==> config.mk <==
export PLATFORM = sky130hd
export DESIGN_NAME = cfg_startup_seq
export DESIGN_NICKNAME = d
export VERILOG_FILES = /design/src/rtl/cfgseq_pkg.sv /design/src/rtl/cfgseq_rst_sync.sv /design/src/rtl/cfgseq_line_sync.sv /design/src/rtl/cfgseq_phase_fsm.sv /design/src/rtl/cfgseq_startup.sv /design/src/rtl/cfg_startup_seq.sv
export SDC_FILE = /design/constraint.sdc
export NUM_CORES = 1
export LEC_CHECK = 0
export BUFFER_PORTS_ARGS = -buffer_cell sky130_fd_sc_hd__clkbuf_2
export CAP_MARGIN = 20
export CORE_AREA = 2 2 39 41
export DETAILED_ROUTE_END_ITERATION = 8
export DIE_AREA = 0 0 41 43
export GPL_TIMING_DRIVEN = 0
export PLACE_DENSITY = 0.52
export SYNTH_ARGS = -nofsm -noshare
export SYNTH_HDL_FRONTEND = slang
export SYNTH_SLANG_ARGS = --single-unit
export TNS_END_PERCENT = 5
==> constraint.sdc <==
create_clock -name clk -period 1.54 [get_ports clk]
set_input_delay 0.077 -clock clk [delete_from_list [all_inputs] [get_ports clk]]
set_output_delay 0.077 -clock clk [all_outputs]
set_load 0.1 [all_outputs]
==> src/rtl/cfgseq_pkg.sv <==
package cfgseq_pkg;

  // Phase encoding of the configuration sequencer
  typedef enum logic [2:0] {
    PH_PWR_WAIT = 3'd0,  // waiting for power-good
    PH_CLEAR    = 3'd1,  // memory wipe in progress
    PH_LINE     = 3'd2,  // wipe acknowledged, waiting for init line High
    PH_LOAD     = 3'd3,  // frames being written
    PH_RESET    = 3'd4,  // global set/reset pulse
    PH_LIVE     = 3'd5   // start-up running or finished
  } phase_e;

  // Start-up ladder: done, then output enable, then write enable
  localparam int unsigned STARTUP_RUNGS = 3;

endpackage

==> src/rtl/cfgseq_rst_sync.sv <==
module cfgseq_rst_sync #(
  parameter int unsigned STAGES = 2
) (
  input  logic clk,
  input  logic rst_n_in,
  output logic rst_n_out
);

  logic [STAGES-1:0] chain_q;
  logic [STAGES-1:0] chain_d;

  always_comb begin
    chain_d = {chain_q[STAGES-2:0], 1'b1};
  end

  always_ff @(posedge clk or negedge rst_n_in) begin
    if (!rst_n_in) begin
      chain_q <= '0;
    end else begin
      chain_q <= chain_d;
    end
  end

  assign rst_n_out = chain_q[STAGES-1];

endmodule

==> src/rtl/cfgseq_line_sync.sv <==
module cfgseq_line_sync #(
  parameter int unsigned STAGES = 2
) (
  input  logic clk,
  input  logic rst_n,
  input  logic line_in,
  output logic line_hi
);

  logic [STAGES-1:0] stage_q;

  genvar g;
  generate
    for (g = 0; g < STAGES; g++) begin : g_stage
      logic stage_d;
      if (g == 0) begin : g_first
        always_comb stage_d = line_in;
      end else begin : g_rest
        always_comb stage_d = stage_q[g-1];
      end
      always_ff @(posedge clk or negedge rst_n) begin
        if (!rst_n) begin
          stage_q[g] <= 1'b0;
        end else begin
          stage_q[g] <= stage_d;
        end
      end
    end
  endgenerate

  assign line_hi = stage_q[STAGES-1];

endmodule

==> src/rtl/cfgseq_phase_fsm.sv <==
module cfgseq_phase_fsm
  import cfgseq_pkg::*;
(
  input  logic   clk,
  input  logic   rst_n,
  input  logic   pwr_good,
  input  logic   prog_n,
  input  logic   line_hi,
  input  logic   clr_done,
  input  logic   load_done,
  output phase_e phase,
  output logic   init_drive_low,
  output logic   clr_req,
  output logic   load_active,
  output logic   gsr,
  output logic   start_go,
  output logic   teardown
);

  phase_e phase_q;
  phase_e phase_d;
  logic   phase_en;

  // Next-state process
  always_comb begin
    phase_d = phase_q;
    if (!pwr_good) begin
      phase_d = PH_PWR_WAIT;
    end else if (!prog_n) begin
      phase_d = PH_CLEAR;
    end else begin
      unique case (phase_q)
        PH_PWR_WAIT: phase_d = PH_CLEAR;
        PH_CLEAR:    if (clr_done)  phase_d = PH_LINE;
        PH_LINE:     if (line_hi)   phase_d = PH_LOAD;
        PH_LOAD:     if (load_done) phase_d = PH_RESET;
        PH_RESET:    phase_d = PH_LIVE;
        PH_LIVE:     phase_d = PH_LIVE;
        default:     phase_d = PH_PWR_WAIT;
      endcase
    end
  end

  assign phase_en = (phase_d != phase_q);

  // Register process with explicit enable
  always_ff @(posedge clk or negedge rst_n) begin
    if (!rst_n) begin
      phase_q <= PH_PWR_WAIT;
    end else if (phase_en) begin
      phase_q <= phase_d;
    end
  end

  // Decoded outputs
  assign phase          = phase_q;
  assign init_drive_low = (phase_q == PH_PWR_WAIT) || (phase_q == PH_CLEAR);
  assign clr_req        = (phase_q == PH_CLEAR);
  assign load_active    = (phase_q == PH_LOAD);
  assign gsr            = (phase_q == PH_RESET);
  assign teardown       = !pwr_good || !prog_n;
  assign start_go       = (phase_q == PH_RESET) && !teardown;

  // an acknowledged wipe leaves the clear phase and releases the line
  assert_clear_exit_R3: assert property (@(posedge clk) disable iff (!rst_n)
    (phase_q == PH_CLEAR && clr_done && prog_n && pwr_good)
      |=> (!init_drive_low && !clr_req));

  // no loading while the synchronised line is Low
  assert_line_wait_R4: assert property (@(posedge clk) disable iff (!rst_n)
    (phase_q == PH_LINE && !line_hi && prog_n && pwr_good)
      |=> (phase_q == PH_LINE));

  // gsr lasts one cycle
  assert_gsr_width_R5: assert property (@(posedge clk) disable iff (!rst_n)
    gsr |=> !gsr);

  // gsr only follows a load completion in the load phase
  assert_gsr_cause_R5: assert property (@(posedge clk) disable iff (!rst_n)
    $rose(gsr) |-> $past(load_active && load_done));

  // a program request lands in the clear phase
  assert_prog_clear_R9: assert property (@(posedge clk) disable iff (!rst_n)
    (!prog_n && pwr_good) |=> (clr_req && init_drive_low));

  // a supply drop lands in the power-wait phase
  assert_pwr_wait_R10: assert property (@(posedge clk) disable iff (!rst_n)
    !pwr_good |=> (!clr_req && init_drive_low));

endmodule

==> src/rtl/cfgseq_startup.sv <==
module cfgseq_startup #(
  parameter int unsigned RUNGS = 3
) (
  input  logic clk,
  input  logic rst_n,
  input  logic start_go,
  input  logic teardown,
  output logic done,
  output logic gts_hold,
  output logic gwe_hold
);

  logic [RUNGS-1:0] rung_q;
  logic [RUNGS-1:0] rung_d;
  logic             rung_en;

  // Next-state process: each rung follows the one below it, all sticky
  always_comb begin
    rung_d = rung_q;
    if (teardown) begin
      rung_d = '0;
    end else begin
      rung_d[0] = rung_q[0] | start_go;
    end
  end

  genvar r;
  generate
    for (r = 1; r < RUNGS; r++) begin : g_rung
      logic rung_nxt;
      always_comb rung_nxt = teardown ? 1'b0 : rung_q[r-1];
      always_ff @(posedge clk or negedge rst_n) begin
        if (!rst_n) begin
          rung_q[r] <= 1'b0;
        end else if (rung_en) begin
          rung_q[r] <= rung_nxt;
        end
      end
    end
  endgenerate

  assign rung_en = teardown || start_go || (rung_q != '0);

  always_ff @(posedge clk or negedge rst_n) begin
    if (!rst_n) begin
      rung_q[0] <= 1'b0;
    end else if (rung_en) begin
      rung_q[0] <= rung_d[0];
    end
  end

  assign done     = rung_q[0];
  assign gts_hold = !rung_q[1];
  assign gwe_hold = !rung_q[RUNGS-1];

  // done follows the start request
  assert_done_after_gsr_R6: assert property (@(posedge clk) disable iff (!rst_n)
    (start_go && !teardown) |=> done);

  // output enable released one cycle after done
  assert_gts_step_R7: assert property (@(posedge clk) disable iff (!rst_n)
    ($rose(done) && !teardown) |=> (!gts_hold && !gwe_hold == 1'b0));

  // write enable released one cycle after output enable
  assert_gwe_step_R8: assert property (@(posedge clk) disable iff (!rst_n)
    ($fell(gts_hold) && !teardown) |=> !gwe_hold);

  // a teardown drops every rung at once
  assert_teardown_R9: assert property (@(posedge clk) disable iff (!rst_n)
    teardown |=> (!done && gts_hold && gwe_hold));

endmodule

==> src/rtl/cfg_startup_seq.sv <==
module cfg_startup_seq
  import cfgseq_pkg::*;
#(
  parameter int unsigned SYNC_STAGES = 2,
  parameter int unsigned RST_STAGES  = 2
) (
  input  logic clk,
  input  logic rst_n,
  input  logic pwr_good,
  input  logic prog_n,
  input  logic init_sense,
  input  logic clr_done,
  input  logic load_done,
  output logic init_drive_low,
  output logic clr_req,
  output logic load_active,
  output logic gsr,
  output logic done,
  output logic gts_hold,
  output logic gwe_hold
);

  localparam int unsigned RUNGS = STARTUP_RUNGS;

  logic   core_rst_n;
  logic   line_hi;
  logic   start_go;
  logic   teardown;
  phase_e phase;

  cfgseq_rst_sync #(.STAGES(RST_STAGES)) u_rst (
    .clk       (clk),
    .rst_n_in  (rst_n),
    .rst_n_out (core_rst_n)
  );

  cfgseq_line_sync #(.STAGES(SYNC_STAGES)) u_line (
    .clk     (clk),
    .rst_n   (core_rst_n),
    .line_in (init_sense),
    .line_hi (line_hi)
  );

  cfgseq_phase_fsm u_fsm (
    .clk            (clk),
    .rst_n          (core_rst_n),
    .pwr_good       (pwr_good),
    .prog_n         (prog_n),
    .line_hi        (line_hi),
    .clr_done       (clr_done),
    .load_done      (load_done),
    .phase          (phase),
    .init_drive_low (init_drive_low),
    .clr_req        (clr_req),
    .load_active    (load_active),
    .gsr            (gsr),
    .start_go       (start_go),
    .teardown       (teardown)
  );

  cfgseq_startup #(.RUNGS(RUNGS)) u_start (
    .clk      (clk),
    .rst_n    (core_rst_n),
    .start_go (start_go),
    .teardown (teardown),
    .done     (done),
    .gts_hold (gts_hold),
    .gwe_hold (gwe_hold)
  );

  // outside the clear or power-wait phases the line is never pulled Low
  assert_drive_phase_R1: assert property (@(posedge clk) disable iff (!core_rst_n)
    (phase == PH_LOAD || phase == PH_LIVE) |-> !init_drive_low);

  // done is never set while loading
  assert_no_done_load_R11: assert property (@(posedge clk) disable iff (!core_rst_n)
    load_active |-> !done);

endmodule

==> results of run 1 <==
-- cell usage in the layout, fill, tap and decap left out --
master	netlist	layout
dfrtp_2	0	1
and2_1	1	1
nand2_1	2	2
clkbuf_4	0	4
nand3_1	1	1
dlygate4sd3_1	0	2
nor3b_4	0	1
inv_1	4	4
clkbuf_8	0	1
buf_4	0	2
dfrtp_1	10	9
and2b_2	1	1
nor2_2	0	1
nor3_1	1	1
nor2_1	5	4
a21boi_2	1	1
and2_2	1	1
clkbuf_2	0	10
a31oi_1	1	1
and3_1	1	1
o31a_1	1	1
nor3b_1	2	1
a21oi_1	2	2
conb_1	1	1
-- cells in the mapped netlist --
| master | number |
|---|---|
| dfrtp_1 | 10 |
| and2_1 | 1 |
| inv_1 | 4 |
| a21oi_1 | 2 |
| nand2_1 | 2 |
| nor2_1 | 5 |
| a21boi_2 | 1 |
| and3_1 | 1 |
| conb_1 | 1 |
| a31oi_1 | 1 |
| nor3_1 | 1 |
| o31a_1 | 1 |
| nand3_1 | 1 |
| and2b_2 | 1 |
| and2_2 | 1 |
| nor3b_1 | 2 |
-- worst reg2reg max path: stages, from the launching register on --
cell      delay (ps)
dfrtp_1          460
a21boi_2         190
nor3b_1          140
o31a_1           230
-- layer usage --
layer  global-route usage  up-vias  wire length, um
met2               0.1406       13              300
li1                     -      150                -
met4              0.08000        0                8
met3              0.09424        2               69
met1               0.1051      131              267
met5                    0        -                0
-- flip-flops by register name (all words and copies together), names as in the netlist --
signal                  flops
u_fsm.phase                 3
u_rst.chain_q               2
u_start.rung_q              2
u_line.g_stage.stage_d      1
u_line.line_hi              1
u_start.done                1
-- kinds of logic after synthesis --
group,count (synthesis)
flip-flops,10
buffers and inverters,4
AO/OA/AOI/OAI,5
other,1
AND/OR/NAND/NOR,15
-- worst min path at each step --
stage | start | slack [ps] | to | cells past startpoint
after floorplan | rst_n | -220 | u_rst.chain_q[0] | 0
after global placement | rst_n | -140 | u_rst.chain_q[0] | 1
after detailed placement | rst_n | -140 | u_rst.chain_q[1] | 1
after CTS | pwr_good | 40 | u_fsm.phase[0] | 2
after global routing | pwr_good | 40 | u_fsm.phase[0] | 2
final | pwr_good | 50 | u_fsm.phase[0] | 2
-- final cells by class --
class / count / area share
Clock buffer: 4 / 0.06606
Inverter: 4 / 0.02733
Multi-Input combinational cell: 21 / 0.2437
Sequential cell: 10 / 0.4579
Tap cell: 16 / 0.03645
Timing Repair Buffer: 15 / 0.1686
-- report_power, final --
group	internal, uW	switching, uW
combinational	21.3	43.4
sequential	271	10.4
clock	144	93.0
total	436	147
-- timing repair --
| item | in CTS | in global routing |
|---|---|---|
| resized for setup | 2 | 5 |
| pin swaps | 0 | 0 |
| hold buffers | 2 | 0 |
| endpoints found under the setup margin | 2 | 3 |
| gates cloned | 0 | 0 |
| hold endpoints to repair | 3 | 0 |
-- stage by stage --
| stage | power (uW) | setup WS (ps) | utilization |
|---|---|---|---|
| 2_1_floorplan | 327.8 | -14.93 | - |
| 3_3_place_gp | 345.9 | 193.8 | 0.3499 |
| 3_5_place_dp | 346.2 | 212.6 | 0.3499 |
| 4_1_cts | 595.4 | 5.040 | 0.3942 |
| 5_1_grt | 619.9 | 19.57 | 0.3969 |
| 6_report | 582.3 | 90.98 | 0.3969 |
==> run_results.csv, run 1 <==
group,metric,value,unit
critical_path,cp.depth,3,
synthesis,synth_nets,42,
critical_path,slowest_stage,"dfrtp_1",
timing,hold_viol_final,0,
grt,grt-ovfl-total,0,
critical_path,cp.arrival,1370,ps
power,power_density,1060,nW/um2
critical_path,cpLargestDelayFamily,"flip-flops",
synthesis,synth_area_leader_cell,"dfrtp_1",
synthesis,synthCells,35,
critical_path,r2r_slack,380,ps
placed_design,routabilityCongestion,0.6690,
final_layout,area_delta_synth_final,42.53,%
route,wl_per_cell,9.229,um
clock_tree,clk_latency,270,ps
die,start_util,0.2785,
route,via_count,296,
placed_design,numPortBuffers,13,
clock_tree,postCtsSetupRepairBufs,0,
die,core,1384,um2
critical_path,cp-startpoint,"u_fsm.phase[0]",
synthesis,synthMuxAreaShare,0,
timing,setup_viol,0,
synthesis,synth_area,385.4,um2
critical_path,crit_type,"reg2out",
grt,grt_use_total,0.1082,
synthesis,yosysUniqueCellTypes,16,
die,die_area,1763,um2
placed_design,dp.cells,64,
die,die_w,41,um
final_layout,fin_nets,62,
synthesis,ys_ff_latch,10,
clock_tree,cts_tree,"done",
timing,hold_ws,50.35,ps
critical_path,crit_end,"load_active",
clock_tree,cts_max_path_buffers,2,
final_layout,n_fill_cell,149,
power,vdd_drop_max,691.8,uV
clock_tree,cts_sinks,10,
route,drc,0,
grt,antenna_found_initial,0,
critical_path,slowest_delay,450,ps
timing,skew,8.864,ps
final_layout,multi_input_area,133.9,um2
clock_tree,root_buffer,"clkbuf_4",
hold_path,hold_class,"in2reg",
synthesis,synth_area_leaders,"dfrtp_1, nor2_1, inv_1, nor3b_1, a21boi_2",
route,dr.pass1.iters,1,
clock_tree,htreeDepth,1,
die,ios,14,
run_status,status,"completed",
synthesis,synthSimpleGateAreaFrac,0.2078,
grt,grt_max_degree,9,
critical_path,ff2ff_path_depth,3,
critical_path,end_kind,"primary output",
timing,maxSlewViolCount,0,
route,wirelength,646,um
synthesis,yosysTopAreaCellShare,0.6494,
timing,rsz0062_at_grt,"false",
power,leakagePower,0.0002611,uW
route,vias_per_cell,4.229,
placed_design,dpl.hpwl,498.7,um
grt,grt_pass1_wl,1124,um
critical_path,r2r-end,"u_fsm.phase[0]",
critical_path,reg2reg_from,"u_fsm.phase[1]",
clock_tree,cts.clk_slew.worst_paths,60,ps
die,die_h,43,um
critical_path,cp-start-kind,"register",
timing,finalCritPeriodShare,0.9409,
final_layout,stdcell_area,549.3,um2
placed_design,post_dp_cell_area,484.2,um2
synthesis,seq_area_frac_synth,0.6494,
synthesis,synth_compound_area_frac,0.09416,
grt,grt_pass1_vias,282,
die,rows,14,
timing,finalCriticalPeriod,1449,ps
timing,fmax,690.1,MHz
synthesis,synth_xor_area_frac,0,
route,dr.first_iter.drc_count,0,
final_layout,n_antenna_cell,0,
timing,worst_pin_slew,539.4,ps
synthesis,synth_top_family_by_area,"simple AND/OR/NAND/NOR gates",
final_layout,drive_above_1_share,0.4259,
critical_path,crit_path_max_fanout,5,
synthesis,yosysWarnings,0,
critical_path,cp_num_buf_inv,1,
synthesis,syn_area_per_cell,11.01,um2
flow_run,drv_cap,0,
route,ant_nets,0,
critical_path,path_cells,"and2b_2 -> and2_2 -> buf_4",
timing,relSlewSlack,0.6419,
critical_path,crit_required,1460,ps
final_layout,finalNonFillerCells,70,
clock_tree,numCtsBuffers,3,
final_layout,seq_area,251.5,um2
timing,setup_tns,0,ps
synthesis,synthAdderAreaFrac,0,
(Power assumes the default switching activity.)
==> run 2, diff against run 1 <==
--- a/config.mk
+++ b/config.mk
@@ -10,6 +10,7 @@
 export CORE_AREA = 2 2 39 41
 export DETAILED_ROUTE_END_ITERATION = 8
 export DIE_AREA = 0 0 41 43
+export GPL_ROUTABILITY_DRIVEN = 0
 export GPL_TIMING_DRIVEN = 0
 export PLACE_DENSITY = 0.52
 export SYNTH_ARGS = -nofsm -noshare
==> constraint.sdc (replaced) <==
create_clock -name clk -period 1.54 [get_ports clk]
set_input_delay 0.154 -clock clk [delete_from_list [all_inputs] [get_ports clk]]
set_output_delay 0.154 -clock clk [all_outputs]
set_load 0.1 [all_outputs]
==> run 2 against run 1 <==
Largest cell class unchanged; clock skew increased by 0.93 ps; sequential share of layout area is 2.1 points lower; utilization grew 2.1 points; worst setup slack worse by 17 ps; sequential power barely moved; critical endpoint unchanged; die area unchanged; global-route usage up 0.31 points; via count rose by 1.4%; power increased by 2.1%.
==> run_results.csv, run 2 (synthesis gave the netlist of run 1 again) <==
group,metric,value,unit
timing,setup_tns,0,ps
final_layout,n_antenna_cell,0,
critical_path,crit_path_max_fanout,5,
route,wl_per_cell,9.507,um
timing,setup_viol,0,
route,vias_per_cell,4.225,
final_layout,mostFrequentLayoutCells,"clkbuf_2, dfrtp_1, inv_1, nor2_1, clkbuf_4",
critical_path,end_kind,"primary output",
critical_path,cp.arrival,1310,ps
grt,antenna_found_initial,0,
route,met2_length,315,um
grt,grt_use_total,0.1112,
clock_tree,htreeDepth,1,
power,vdd_drop_max,692.6,uV
final_layout,drive_above_1_share,0.4545,
critical_path,slowest_delay,450,ps
timing,skew,9.791,ps
critical_path,ff2ff_path_depth,3,
timing,rsz0062_at_grt,"false",
placed_design,dp.cells,64,
hold_path,worstHoldStart,"pwr_good",
final_layout,fin_nets,63,
timing,hold_viol_final,0,
route,dr.first_iter.drc_count,0,
timing,worst_pin_slew,539.4,ps
final_layout,finalNonFillerCells,71,
placed_design,numPortBuffers,13,
clock_tree,clk_latency,270,ps
power,power,594.3,uW
die,die_w,41,um
run_status,status,"completed",
power,p_clk_frac,0.399,
critical_path,cp-start-kind,"register",
power,swShare,0.2522,
critical_path,r2r-end,"u_fsm.phase[0]",
route,dr.pass1.iters,1,
die,core,1384,um2
route,top_layer,"met4",
final_layout,stdcell_area,578.1,um2
clock_tree,root_buffer,"clkbuf_4",
final_layout,largest_reg_flops,3,
grt,grt_pass1_wl,1166,um
power,leakagePower,0.0002715,uW
route,via_count,300,
hold_path,hold_class,"in2reg",
critical_path,reg2reg_from,"u_fsm.phase[2]",
route,ant_nets,0,
route,wirelength,675,um
grt,grt_pass1_vias,290,
critical_path,cp_num_buf_inv,1,
critical_path,r2r_slack,390,ps
clock_tree,cts_max_path_buffers,2,
critical_path,slowest_stage,"dfrtp_2",
hold_path,hold_path_depth,2,
die,die_h,43,um
clock_tree,cts.clk_slew.worst_paths,60,ps
grt,grt-ovfl-total,0,
critical_path,cpLargestDelayFamily,"flip-flops",
critical_path,crit_required,1390,ps
hold_path,holdPathEnd,"u_fsm.phase[0]",
power,p_sw,149.9,uW
final_layout,final_common_cell,"clkbuf_2",
power,combPwrFrac,0.128,
timing,finalCriticalPeriod,1466,ps
critical_path,crit_type,"reg2out",
route,drc,0,
die,die_area,1763,um2
final_layout,area_delta_synth_final,50.00,%
power,p_seq_frac,0.473,
power,power_density,1028,nW/um2
die,ios,14,
clock_tree,cts_sinks,10,
die,rows,14,
clock_tree,numCtsBuffers,3,
final_layout,n_fill_cell,140,
flow_run,drv_cap,0,
critical_path,path_cells,"and2b_2 -> and2_2 -> buf_8",
die,start_util,0.2785,
route,drt-met1-wl,283,um
placed_design,dpl.hpwl,498.7,um
timing,maxSlewViolCount,0,
grt,grt_max_degree,9,
route,dr_wl_met3,67,um
placed_design,post_dp_cell_area,484.2,um2
clock_tree,cts_tree,"done",
power,p_int,444.5,uW
timing,finalCritPeriodShare,0.9521,
timing,relSlewSlack,0.6420,
timing,fmax,682.0,MHz
==> run 2: cell types whose count changed in the layout (fill, tap and decap cells not counted) <==
cell,delta
buf_12,+1
dfrtp_1,-1
clkbuf_4,-1
buf_8,+1
dfrtp_2,+1
==> run 2: stage by stage <==
step	worst slack, ps	util	hold WS (ps)
CTS	3.383	0.4051	116.4
global route	4.525	0.4177	114.0
global placement	116.8	0.3499	-59.47
finish	73.76	0.4177	124.6
floorplan	-14.93	-	-141.6
detailed placement	135.6	0.3499	-59.27
==> run 2: layer usage <==
layer | up-vias | track usage
met4 | 0 | 0.08000
met3 | 2 | 0.09424
met5 | - | 0
li1 | 152 | -
met1 | 133 | 0.1119
met2 | 13 | 0.1438
==> run 2: final cells by class <==
type / count / area [um2] / area share
flip-flops and latches: 10 / 252.7 / 0.4372
multi-input cells: 21 / 133.9 / 0.2316
repair buffers: 16 / 120.1 / 0.2078
clock buffers: 4 / 36.28 / 0.06277
well taps: 16 / 20.02 / 0.03463
inverters: 4 / 15.01 / 0.02597
==> run 2: timing repair <==
action                                 in CTS  in global routing
buffers inserted                            0                  1
pin swaps                                   0                  0
gates resized for setup                     5                  6
hold buffers                                2                  0
setup endpoints to repair                   3                  3
endpoints found under the hold margin       3                  0
==> run 2: how the worst max path moves through the flow <==
stage	depth (start not counted)	endpoint	from
finish	3	load_active	u_fsm.phase[0]
floorplan	3	u_start.done	u_fsm.phase[0]
global placement	3	load_active	u_fsm.phase[2]
global route	3	clr_req	u_fsm.phase[2]
detailed placement	3	load_active	u_fsm.phase[2]
CTS	3	load_active	u_fsm.phase[0]
==> run 2: power by group through the flow <==
stage	Sequential, uW	Combinational (uW)	Clock (uW)
after global placement	287	59.3	0
after global routing	283	81.0	268
final	281	75.8	237
after detailed placement	287	59.4	0
after CTS	282	68.2	249
after floorplan	285	43.3	0
==> run 3, diff against run 2 <==
--- a/config.mk
+++ b/config.mk
@@ -13,6 +13,7 @@
 export GPL_ROUTABILITY_DRIVEN = 0
 export GPL_TIMING_DRIVEN = 0
 export PLACE_DENSITY = 0.52
+export RECOVER_POWER = 25
 export SYNTH_ARGS = -nofsm -noshare
 export SYNTH_HDL_FRONTEND = slang
 export SYNTH_SLANG_ARGS = --single-unit
==> run 3 against run 2 <==
Clock skew hardly changed; flip-flop and latch count stayed put; worst hold slack hardly changed; wire length stayed put; utilization is 0.090 points lower; die area stayed put; first-iteration DRC count stayed put; maximum frequency hardly changed; via count stayed put; clock power hardly changed; final area is 0.22% lower; global-route usage stayed put.
==> run_results.csv, run 3 (synthesis gave the netlist of run 1 again) <==
group,metric,value,unit
power,swShare,0.2519,
route,vias_per_cell,4.225,
critical_path,cp.arrival,1310,ps
hold_path,hold_path_depth,2,
grt,grt_pass1_vias,290,
clock_tree,cts.clk_slew.worst_paths,60,ps
timing,worst_pin_slew,539.4,ps
grt,grt_use_total,0.1112,
timing,hold_ws,125.0,ps
die,die_area,1763,um2
die,core,1384,um2
timing,layout_setup_ws,74.17,ps
final_layout,n_antenna_cell,0,
critical_path,cpLargestDelayFamily,"flip-flops",
critical_path,ff2ff_path_depth,3,
hold_path,worstHoldStart,"pwr_good",
placed_design,dp_slack,135.6,ps
power,power,593.6,uW
die,rows,14,
timing,hold_viol_final,0,
route,wirelength,675,um
grt,grt_max_degree,9,
power,leakagePower,0.0002685,uW
critical_path,end_kind,"primary output",
critical_path,cp-startpoint,"u_fsm.phase[0]",
clock_tree,cts_sinks,10,
critical_path,cp_num_buf_inv,1,
die,die_w,41,um
timing,finalCritPeriodShare,0.9518,
grt,antenna_found_initial,0,
placed_design,dpl.hpwl,498.7,um
final_layout,drive_above_1_share,0.4364,
run_status,status,"completed",
timing,finalCriticalPeriod,1466,ps
power,power_density,1029,nW/um2
timing,setup_tns,0,ps
timing,relSlewSlack,0.6420,
timing,setup_viol,0,
critical_path,crit_path_max_fanout,5,
critical_path,reg2reg_from,"u_fsm.phase[2]",
critical_path,slowest_delay,450,ps
power,vdd_drop_max,691.3,uV
final_layout,largest_reg_flops,3,
critical_path,crit_required,1390,ps
grt,grt-ovfl-total,0,
die,ios,14,
timing,skew,10.08,ps
route,dr.pass1.iters,1,
grt,grt_pass1_wl,1166,um
power,p_clk_frac,0.399,
route,dr.first_iter.drc_count,0,
timing,fmax,682.2,MHz
timing,rsz0062_at_grt,"false",
final_layout,final_common_cell,"clkbuf_2",
clock_tree,htreeDepth,1,
power,p_int,444.1,uW
power,combPwrFrac,0.127,
route,drc,0,
critical_path,r2r_slack,390,ps
flow_run,drv_cap,0,
route,ant_nets,0,
critical_path,slowest_stage,"dfrtp_2",
final_layout,post-route-util,0.4168,
die,start_util,0.2785,
critical_path,r2r-end,"u_fsm.phase[0]",
clock_tree,root_buffer,"clkbuf_4",
die,die_h,43,um
critical_path,cp-start-kind,"register",
power,p_seq_frac,0.474,
critical_path,crit_type,"reg2out",
critical_path,path_cells,"and2b_2 -> and2_2 -> buf_8",
final_layout,fin_nets,63,
clock_tree,numCtsBuffers,3,
route,via_count,300,
placed_design,numPortBuffers,13,
hold_path,hold_class,"in2reg",
clock_tree,cts_max_path_buffers,2,
timing,maxSlewViolCount,0,
final_layout,mostFrequentLayoutCells,"clkbuf_2, dfrtp_1, inv_1, nor2_1, clkbuf_4",
hold_path,holdPathEnd,"u_fsm.phase[0]",
route,wl_per_cell,9.507,um
final_layout,area_delta_synth_final,49.68,%
clock_tree,clk_latency,270,ps
power,p_sw,149.5,uW
clock_tree,cts_tree,"done",
[run 3: cell counts in the layout (fill, tap and decap cells not counted)]
Identical to the previous run, type by type.
[run 3: power groups by stage]
stage                     sequential, uW  clock (uW)  combinational (uW)
after floorplan                      285           0                43.3
final                                281         237                75.4
after CTS                            282         249                68.2
after global routing                 283         268                80.6
after detailed placement             287           0                59.4
after global placement               287           0                59.3
[run 3: what timing repair did]
item	in CTS	in global routing
setup endpoints to repair	3	3
endpoints found under the hold margin	3	0
resized for setup	5	6
buffers inserted	0	1
hold buffers	2	0
[run 3: worst max path at each step]
stage / end / cells past startpoint / slack, ps
floorplan: u_start.done / 3 / -10
global placement: load_active / 3 / 120
detailed placement: load_active / 3 / 140
CTS: load_active / 3 / 3
global route: clr_req / 3 / 5
finish: load_active / 3 / 70
[run 3: through the flow]
step,area (um2),instances
2_1_floorplan,399.1,35
3_3_place_gp,484.2,64
3_5_place_dp,484.2,64
4_1_cts,560.5,70
5_1_grt,576.8,71
6_report,576.8,71
[run 3: cell type report]
class / instances / area [um2]
Timing Repair Buffer: 16 / 118.9
Multi-Input combinational cell: 21 / 133.9
Inverter: 4 / 15.01
Sequential cell: 10 / 252.7
Fill cell: 141 / 807.0
Clock buffer: 4 / 36.28
Tap cell: 16 / 20.02
[run 3: layer usage]
metal | share of wire | up-vias | global-route usage
met5 | 0 | - | 0
met4 | 0.012 | 0 | 0.08000
met3 | 0.099 | 2 | 0.09424
met2 | 0.47 | 13 | 0.1438
met1 | 0.42 | 133 | 0.1119
li1 | - | 152 | -
